File: config.mk
export PLATFORM = sky130hd
export DESIGN_NAME = uart_irq_status
export DESIGN_NICKNAME = d
export VERILOG_FILES = /design/src/rtl/uirq_pkg.sv /design/src/rtl/uirq_edge_sync.sv /design/src/rtl/uirq_flag_bank.sv /design/src/rtl/uart_irq_status.sv
export SDC_FILE = /design/constraint.sdc
export NUM_CORES = 1
export LEC_CHECK = 0
export ABC_CLOCK_PERIOD_IN_PS = 1500
export BUFFER_PORTS_ARGS = -buffer_cell sky130_fd_sc_hd__buf_2
export CORE_MARGIN = 1.5
export CORE_UTILIZATION = 35
export CTS_BUF_LIST = sky130_fd_sc_hd__clkbuf_16
export DETAILED_ROUTE_END_ITERATION = 16
export PLACE_DENSITY = 0.81
export RECOVER_POWER = 100
export SETUP_SLACK_MARGIN = 0.2
export SYNTH_ARGS = -nofsm -noshare
export SYNTH_HDL_FRONTEND = slang
export SYNTH_SLANG_ARGS = --single-unit
File: constraint.sdc
create_clock -name clk -period 1.5 [get_ports clk]
set_clock_uncertainty 0.1 [all_clocks]
set_input_delay 0.075 -clock clk [delete_from_list [all_inputs] [get_ports clk]]
set_output_delay 0.075 -clock clk [all_outputs]
set_load 0.005 [all_outputs]
File: src/rtl/uirq_pkg.sv
package uirq_pkg;
    localparam int NCAUSE  = 5;
    localparam int NMODEM  = 4;
    localparam int FILL_W  = 10;
    localparam int BYTE_W  = 8;
    localparam int WORD_W  = 32;

    localparam int C_LINE  = 0;
    localparam int C_RXD   = 1;
    localparam int C_TMO   = 2;
    localparam int C_TXS   = 3;
    localparam int C_MDM   = 4;

    typedef struct packed {
        logic s1;
        logic s2;
        logic prev;
    } sync_t;
endpackage

File: src/rtl/uirq_edge_sync.sv
module uirq_edge_sync
    import uirq_pkg::*;
(
    input  logic clk,
    input  logic rst_n,
    input  logic async_i,
    output logic level_o,
    output logic edge_o
);
    sync_t st_d, st_q;

    always_comb begin
        st_d      = st_q;
        st_d.s1   = async_i;
        st_d.s2   = st_q.s1;
        st_d.prev = st_q.s2;
    end

    always_ff @(posedge clk or negedge rst_n) begin
        if (!rst_n) st_q <= '0;
        else        st_q <= st_d;
    end

    assign level_o = st_q.s2;
    assign edge_o  = st_q.s2 ^ st_q.prev;
endmodule

File: src/rtl/uirq_flag_bank.sv
module uirq_flag_bank #(
    parameter int W = 5
) (
    input  logic         clk,
    input  logic         rst_n,
    input  logic [W-1:0] set_i,
    input  logic [W-1:0] clr_i,
    output logic [W-1:0] q_o
);
    typedef struct packed {
        logic [W-1:0] flags;
    } bank_t;

    bank_t bk_d, bk_q;

    always_comb begin
        bk_d       = bk_q;
        bk_d.flags = (bk_q.flags & ~clr_i) | set_i;
    end

    always_ff @(posedge clk or negedge rst_n) begin
        if (!rst_n) bk_q <= '0;
        else        bk_q <= bk_d;
    end

    assign q_o = bk_q.flags;
endmodule

File: src/rtl/uart_irq_status.sv
module uart_irq_status
    import uirq_pkg::*;
#(
    parameter int ADDR_W = 12
) (
    input  logic                 clk,
    input  logic                 rst_n,
    input  logic                 ev_line_err,
    input  logic                 ev_rx_avail,
    input  logic                 ev_char_tmo,
    input  logic                 ev_tx_space,
    input  logic [NMODEM-1:0]    modem_in,
    input  logic [3:0]           cfg_en,
    input  logic [BYTE_W-1:0]    line_stat,
    input  logic [FILL_W-1:0]    rx_fill,
    input  logic                 bus_wr,
    input  logic [ADDR_W-1:0]    bus_addr,
    input  logic [WORD_W-1:0]    bus_wdata,
    input  logic [3:0]           bus_be,
    output logic [WORD_W-1:0]    status_word,
    output logic                 irq
);
    logic [NMODEM-1:0] live_lvl, live_edge, delta_q;
    logic [NCAUSE-1:0] cause_set, cause_clr, cause_q, en_map;
    logic              clr_hit;

    for (genvar g = 0; g < NMODEM; g++) begin : g_sync
        uirq_edge_sync u_sync (
            .clk     (clk),
            .rst_n   (rst_n),
            .async_i (modem_in[g]),
            .level_o (live_lvl[g]),
            .edge_o  (live_edge[g])
        );
    end

    always_comb begin
        clr_hit            = bus_wr && (bus_addr == '0) && bus_be[0];
        cause_clr          = clr_hit ? bus_wdata[NCAUSE-1:0] : '0;
        cause_set          = '0;
        cause_set[C_LINE]  = ev_line_err;
        cause_set[C_RXD]   = ev_rx_avail;
        cause_set[C_TMO]   = ev_char_tmo;
        cause_set[C_TXS]   = ev_tx_space;
        cause_set[C_MDM]   = |live_edge;
        en_map[C_LINE]     = cfg_en[2];
        en_map[C_RXD]      = cfg_en[0];
        en_map[C_TMO]      = cfg_en[0];
        en_map[C_TXS]      = cfg_en[1];
        en_map[C_MDM]      = cfg_en[3];
    end

    uirq_flag_bank #(.W(NCAUSE)) u_cause (
        .clk   (clk),
        .rst_n (rst_n),
        .set_i (cause_set),
        .clr_i (cause_clr),
        .q_o   (cause_q)
    );

    uirq_flag_bank #(.W(NMODEM)) u_delta (
        .clk   (clk),
        .rst_n (rst_n),
        .set_i (live_edge),
        .clr_i ({NMODEM{cause_clr[C_MDM]}}),
        .q_o   (delta_q)
    );

    always_comb begin
        status_word        = '0;
        status_word[4:0]   = cause_q;
        status_word[7:6]   = rx_fill[9:8];
        status_word[15:8]  = {live_lvl, delta_q};
        status_word[23:16] = line_stat;
        status_word[31:24] = rx_fill[7:0];
        irq                = |(cause_q & en_map);
    end
endmodule

# Word level (Yosys, flattened, before mapping)

Index checks and enable logic that the tools add are counted.
W data, S select, Z words.

Input bits: 81
Flip-flop bits (word level): 21
Output and inout bits: 33
Word-level logic and storage cells: 31

Multiplexer cells: 1
Reductions and logical operators: 5
Bitwise gates (word level): 11

Operators with widths:

| kind                | count |
|---|---|
| $logic_not A12 Y1   | 1 |
| $and A5 B5 Y5       | 2 |
| $mux W5             | 1 |
| $not A5 Y5          | 1 |
| $or A5 B5 Y5        | 1 |
| $reduce_or A5 Y1    | 1 |
| $and A4 B4 Y4       | 1 |
| $not A4 Y4          | 1 |
| $or A4 B4 Y4        | 1 |
| $reduce_or A4 Y1    | 1 |
| $xor A1 B1 Y1       | 4 |
| $logic_and A1 B1 Y1 | 2 |

# Logic depth before layout (Yosys ltp)

Gate-level depths: netlist (run 1).

Depth in word-level cells: 7
Gate-level depth with buffers: 3
Mapped depth without buffers: 3

# Modules after synthesis

Synthesis (run 1) repeated with hierarchy kept, for this count alone.

Cells, all modules: 80
Area, all modules: 935.9 um^2

By module, submodules not included:

| module                   | instances | seq. area each (um^2) | cells each | area each (um^2) |
|---|---|---|---|---|
| uirq_edge_sync           | 4         | 75.1                  | 4          | 83.8 |
| uart_irq_status          | 1         | 0.0                   | 37         | 274.0 |
| uirq_flag_bank (u_cause) | 1         | 125.1                 | 15         | 181.4 |
| uirq_flag_bank (u_delta) | 1         | 100.1                 | 12         | 145.1 |

# Worst setup path before layout (run 1)

No wires, ideal clock.

Path kind: input to register
Start: in bus_addr[5]
End: reg u_cause.bk_q (netlist bit u_cause.q_o[0])
Buffers on the path: 0
Arrival: 1.077 ns
Setup slack: 0.190 ns
Cell stages on the path: 3
Required time: 1.267 ns
Setup time: 0.133 ns
Path through: or4_4 nor4b_4 a31oi_1

RTL lines:

| what                 | RTL line              | text |
|---|---|---|
| start, declared      | uart_irq_status.sv:17 | `input logic [ADDR_W-1:0] bus_addr,` |
| end signal, assigned | uirq_flag_bank.sv:23  | `else bk_q <= bk_d;` |
| end, declared        | uirq_flag_bank.sv:14  | `bank_t bk_d, bk_q;` |

# Worst setup path in the final report (run 1)

Start: reg u_cause.bk_q (netlist bit u_cause.q_o[0])
End: out irq

Word-level cells in the longest chain between the ends: 2

RTL lines:

| what             | RTL line              | text |
|---|---|---|
| $and A5 B5 Y5    | uart_irq_status.sv:76 | `irq = \|(cause_q & en_map);` |
| $reduce_or A5 Y1 | uart_irq_status.sv:76 |  |
| end, declared    | uart_irq_status.sv:21 | `output logic irq` |

No other way between the ends.

==> run metrics, run 1 <==
H-tree level count=1; synthesized instance count=82; layout cell share with drive strength beyond 1=about 40%; final-stage net count=206; required time at the worst-slack endpoint=about 1.3 ns; maximum achievable frequency=~720 MHz; # placed instances=135; area of the mapped netlist=955 um2; Avg Cell Area, Syn=between 10 and 15 um2; number of rows created at floorplan=18; gr ovfl total=0; share of the yosys chip area belonging to registers=between 50% and 60%; routability congestion estimate from global placement=slightly below 0.7; root buffer selected by CTS=clkbuf_16; Clock Power Share=44.6%; synthesis warning total=0; maximum number of pins on one net before global-route repair=22; Core ar.=roughly 2500 um2; Mapped Nets=approximately 160; number of buffers between clock root and the deepest sink=2; overall routed net length=2250 um; Worst setup EP type=primary output; switching power share of the total=between 20% and 30%; run status=finished clean; die area=3050 um2; routed wirelength normalized by instance count=~15 um; area added between synthesis and finish=33.0%; final max-slew violation count=0; Final Cycle Share=just over 90%; area occupied by registers=approximately 530 um2; count of input and output buffers=46; Power Internal=between 1 and 1.5 mW; Final Util=about 50%; Cell Chain, Critical Path=a222oi_1, nand2_1, buf_2; Final Hold Viols=0; areal power density over the cells=slightly above 1000 nW/um2; crit path launch type=register; share of power burned in combinational logic=a little under a tenth; CTS Buf Count=3; count of cell types in the netlist=18; effective utilization at floorplan=a little under two fifths; portion of total power attributed to sequential cells=between 40% and 50%; unrepaired setup endpoints after global routing=true; Max Fanout on Critical Path=2; Vias=736; Setup Viol. Count Final=0; top-level I/O count=approximately 110; switching power total=approximately 0.26 mW; clock transition at the register clock pins on the worst setup and hold paths after CTS=around 0.060 ns; length of the first detailed-routing pass in iterations=4; number of global-route vias before repair=845; ant diodes=0; Seq cells post-synth=21; clock tree from TritonCTS=built; half-perimeter wire length after placement=around 1500 um; # clock sinks=21; footprint of the multi-input gates=roughly 210 um2; number of maximum-capacitance constraint violations=0; die boundary height=~55 um; arrival time of data at the critical path endpoint=roughly 1.2 ns; All-Layer GR Usage=15.3%; Starting DRT DRC Count=21; final routed DRC violation total=0; die span in x=55.2 um; worst skew pair latency=between 0.2 and 0.3 ns; first-pass GRT wire length=between 3000 and 4000 um; cell family with most CP delay=flip-flops; post-route antenna net violation count=0; fin crit period=1.39 ns; number of antenna violations at the first check in global routing=0; VDD IR-drop max=roughly 0.98 mV; leakage dissipation=0.612 nW; number of fill cells in the layout=between 200 and 250; hold crit path type=input port to primary output; Worst path slowest cell=dfrtp_1; highest cell delay on the worst timing path=around 0.38 ns; final non-filler cell total=between 150 and 200; kind of critical path=register to primary output; post-detailed-route via-to-cell ratio=about 4.8; buffers plus inverters on the worst setup path=1
==> cells by family after synthesis <==
kind of cell	after synthesis	synth area share, %
compound gates	11	7.08
xor+xnor	4	3.67
buf+inv	32	21.6
flops	21	55.0
other cells	1	0.393
simple gates	13	12.2
==> Yosys cell counts <==
| master | n | share of area [%] |
|---|---|---|
| or3b_2 | 1 | 0.92 |
| o21ai_0 | 1 | 0.52 |
| inv_1 | 9 | 3.5 |
| nor2_1 | 5 | 2.0 |
| nor4_4 | 1 | 2.2 |
| nand4bb_1 | 1 | 1.2 |
| o21ai_1 | 4 | 2.1 |
| nor4b_4 | 1 | 2.5 |
| buf_4 | 23 | 18 |
| a222oi_1 | 1 | 1.0 |
| conb_1 | 1 | 0.39 |
| xnor2_1 | 4 | 3.7 |
| o21bai_1 | 1 | 0.79 |
| or4_4 | 2 | 2.4 |
| dfrtp_1 | 21 | 55 |
| nand4_1 | 1 | 0.66 |
| nand2_1 | 1 | 0.39 |
| a31oi_1 | 4 | 2.6 |
==> power by group through the flow <==
stage	Clock, mW	Combinational (mW)	Sequential [mW]
final	0.570	0.117	0.592
after global routing	0.606	0.130	0.594
after detailed placement	0	0.0885	0.603
after CTS	0.581	0.116	0.593
after global placement	0	0.0843	0.601
after floorplan	0	0.0759	0.600
==> worst paths after layout <==
check	startpoint	to	slack, ns	cells past startpoint
min in group asynchronous	rst_n	g_sync[0].u_sync.level_o	0.24	2
worst min register to register	g_sync[2].u_sync.st_d[1]	g_sync[2].u_sync.level_o	0.25	0
max in group asynchronous	rst_n	u_cause.q_o[4]	0.73	2
worst min-delay path	line_stat[3]	status_word[19]	0.05	0
worst max register to register	g_sync[2].u_sync.level_o	u_cause.q_o[4]	0.39	3
worst max-delay path	u_cause.q_o[0]	irq	0.11	3
==> layout by cell type (no fill, tap or decap), types with 2 or more instances in the layout <==
master,netlist,final
a31oi_1,4,4
buf_6,0,2
nor2_1,5,5
clkbuf_16,0,3
dfrtp_1,21,21
dlygate4sd3_1,0,13
xnor2_1,4,4
inv_1,9,9
clkbuf_1,0,6
buf_2,0,37
o21ai_0,1,4
==> worst reg2reg max path, stage by stage, from the launching register on <==
cell      delay [ns]
dfrtp_1         0.40
xnor2_1         0.20
nand4_1         0.11
o21bai_1        0.17
==> layout make-up <==
class | count | share of cell area [%]
repair buffers | 61 | 30.0
clock inverters | 1 | 0.591
inverters | 9 | 2.66
clock buffers | 3 | 5.91
well taps | 30 | 2.96
flip-flops and latches | 21 | 41.4
multi-input cells | 29 | 16.6
==> layer usage <==
metal / vias to the layer above / GRT usage, % / share of wire, %
met5: - / 0 / 0
met4: 0 / 11.5 / 6.9
met3: 21 / 5.62 / 9.7
met2: 55 / 27.2 / 49
met1: 328 / 13.8 / 35
li1: 332 / - / -
==> state kept, by name (all words and copies together) (netlist names) <==
| name | cells |
|---|---|
| g_sync.u_sync.level_o | 4 |
| u_delta.q_o | 4 |
| u_cause.q_o | 5 |
| g_sync.u_sync.st_q | 4 |
| g_sync.u_sync.st_d | 4 |
==> per-stage QoR <==
step                setup TNS [ns]  cell area (um2)  hold slack (ns)  worst slack [ns]  total power [mW]
floorplan                        0              955           -0.321             0.193             0.676
global route                     0             1270           0.0500            0.0663              1.33
detailed placement          -0.249             1050          -0.0556           -0.0827             0.692
finish                           0             1270           0.0500             0.111              1.28
global placement                 0             1050          -0.0687            0.0200             0.686
CTS                              0             1280           0.0501             0.129              1.29
==> repair_timing <==
item | in CTS | in global routing
endpoints found under the setup margin | 2 | 4
buffers inserted | 1 | 1
hold buffers | 13 | 0
pin swaps | 5 | 6
hold endpoints to repair | 29 | 0
resized for setup | 1 | 1
Power figures use the tool's default switching activity.
==> run 2, diff against run 1 <==
--- a/config.mk
+++ b/config.mk
@@ -7,7 +7,7 @@
 export LEC_CHECK = 0
 export ABC_CLOCK_PERIOD_IN_PS = 1500
 export BUFFER_PORTS_ARGS = -buffer_cell sky130_fd_sc_hd__buf_2
-export CORE_MARGIN = 1.5
+export CORE_MARGIN = 3
 export CORE_UTILIZATION = 35
 export CTS_BUF_LIST = sky130_fd_sc_hd__clkbuf_16
 export DETAILED_ROUTE_END_ITERATION = 16
==> run metrics, run 2 (synthesized netlist as in run 1, its figures left out) <==
All-Layer GR Usage=12.9% (was 15.3%); Setup Viol. Count Final=0 (unchanged); post-detailed-route via-to-cell ratio=4.75 (was 4.78); maximum achievable frequency=725 MHz (was 720 MHz); H-tree level count=1 (unchanged); ant diodes=0 (unchanged); final non-filler cell total=151 (was 154); Final Cycle Share=91.9% (was 92.6%); Max Fanout on Critical Path=3 (was 2); Core ar.=2540 um2 (was 2520 um2); final routed DRC violation total=0 (unchanged); number of buffers between clock root and the deepest sink=2 (unchanged); crit path launch type=register (unchanged); leakage dissipation=0.579 nW (was 0.612 nW); areal power density over the cells=1020 nW/um2 (was 1010 nW/um2); root buffer selected by CTS=clkbuf_16 (unchanged); total negative slack=0 ns (unchanged); final max-slew violation count=0 (unchanged); count of input and output buffers=46 (unchanged); hold crit path type=input port to register (was input port to primary output); CTS Buf Count=3 (unchanged); half-perimeter wire length after placement=1590 um (was 1470 um); overall routed net length=2160 um (was 2250 um); failing checks=hold timing; VDD IR-drop max=0.786 mV (was 0.977 mV); maximum number of pins on one net before global-route repair=22 (unchanged); run status=finished with violations (was finished clean); top-level I/O count=114 (unchanged); length of the first detailed-routing pass in iterations=5 (was 4); leading cell type in the layout, fill and taps excluded=buf_2 (unchanged); post-route antenna net violation count=0 (unchanged); post-route worst hold slack=-0.00303 ns (was 0.0500 ns); die span in x=58.2 um (was 55.2 um); die area=3390 um2 (was 3050 um2); unrepaired setup endpoints after global routing=true (unchanged); post-route total power=1.24 mW (was 1.28 mW); number of antenna violations at the first check in global routing=0 (unchanged); effective utilization at floorplan=37.5% (was 37.8%); Clock Power Share=43.4% (was 44.6%); area added between synthesis and finish=27.5% (was 33.0%); kind of critical path=register to primary output (unchanged); fin crit period=1.38 ns (was 1.39 ns); final-stage net count=203 (was 206); number of maximum-capacitance constraint violations=0 (unchanged); required time at the worst-slack endpoint=1.32 ns (about the same); Worst setup EP type=primary output (unchanged); portion of total power attributed to sequential cells=47.7% (was 46.3%); die boundary height=58.2 um (was 55.2 um); Final Hold Viols=1 (was 0); Power Internal=1.01 mW (was 1.02 mW); headroom to the max-slew limit=66.6%; clock tree from TritonCTS=built (unchanged); number of rows created at floorplan=18 (unchanged); Post-DP Area=1050 um2 (unchanged); clock transition at the register clock pins on the worst setup and hold paths after CTS=0.05 ns (was 0.06 ns); highest-count cells in the layout ignoring fill and taps=buf_2, dfrtp_1, dlygate4sd3_1 (unchanged); share of power burned in combinational logic=8.9% (was 9.2%); switching power total=0.235 mW (was 0.263 mW); gr ovfl total=0 (unchanged); arrival time of data at the critical path endpoint=1.20 ns (was 1.21 ns); # clock sinks=21 (unchanged); number of global-route vias before repair=788 (was 845); switching power share of the total=19.0% (was 20.6%); worst skew pair latency=0.25 ns (was 0.26 ns); first-pass GRT wire length=3250 um (was 3570 um); worst slew pin tran=0.500 ns; routed wirelength normalized by instance count=14.3 um (was 14.6 um); Starting DRT DRC Count=17 (was 21); number of flip-flops under the largest register name=5 (unchanged); Vias=718 (was 736); layout cell share with drive strength beyond 1=35.5% (was 40.3%); # placed instances=135 (unchanged); routability congestion estimate from global placement=0.717 (was 0.688); buffers inserted during post-CTS setup optimization=0 (was 1); Layout Cell Area excl Fill=1220 um2 (was 1270 um2); Final Util=47.8% (was 50.3%)
-- run 2: cell types whose count changed in the layout (fill, tap and decap cells not counted), sizes merged --
| cell | previous run | this run |
|---|---|---|
| buf | 40 | 34 |
| dlygate4sd3 | 13 | 12 |
| clkinvlp | 1 | 0 |
| inv | 9 | 10 |
| clkbuf | 11 | 15 |
-- run 2: power groups by stage --
stage / logic, mW / clock network (mW) / registers [mW]
after floorplan: 0.0759 / 0 / 0.600
after global placement: 0.0866 / 0 / 0.601
after detailed placement: 0.0905 / 0 / 0.602
after CTS: 0.115 / 0.560 / 0.592
after global routing: 0.123 / 0.572 / 0.594
final: 0.110 / 0.538 / 0.592
-- run 2: metal layers --
layer | share of wire, % | GRT usage, % | vias up
met5 | 0 | 0 | -
met4 | 5.5 | 9.93 | 0
met3 | 10 | 4.45 | 17
met2 | 52 | 23.4 | 51
met1 | 32 | 11.6 | 328
li1 | - | - | 322
-- run 2: area by class of cell --
cell class	instances	area, um2
fillers	241	1330
flip-flops and latches	21	526
repair buffers	58	337
multi-input cells	29	205
clock buffers	3	75.1
well taps	30	37.5
inverters	9	33.8
clock inverters	1	3.75
-- run 2: metrics by stage --
step	hold WS (ns)	worst slack, ns
final	-0.00303	0.121
after detailed placement	-0.0514	-0.0544
after floorplan	-0.321	0.193
after CTS	0.000892	0.133
after global placement	-0.0612	-0.00225
after global routing	0.0377	0.0270
-- run 2: final timing paths --
kind	slack, ns	from	to	cells past startpoint
setup / recovery	0.12	u_cause.q_o[0]	irq	3
hold / removal	-0.003	ev_line_err	u_cause.q_o[0]	3
setup reg to reg	0.38	g_sync[1].u_sync.level_o	u_cause.q_o[4]	3
hold reg to reg	0.25	g_sync[2].u_sync.st_d[1]	g_sync[2].u_sync.level_o	0
max in group asynchronous	0.73	rst_n	u_delta.q_o[1]	2
min in group asynchronous	0.23	rst_n	g_sync[3].u_sync.level_o	2
-- run 2: repair_timing --
action,4_1_cts,5_1_grt
gates resized for setup,0,1
endpoints found under the setup margin,1,6
hold buffers,12,0
pin swaps,1,4
endpoints found under the hold margin,29,0
-- run 2: critical path, cell delays in order (launching register included) --
cell and delay (ns):
dfrtp_1 0.40, a222oi_1 0.33, nand2_1 0.10, clkbuf_1 0.13
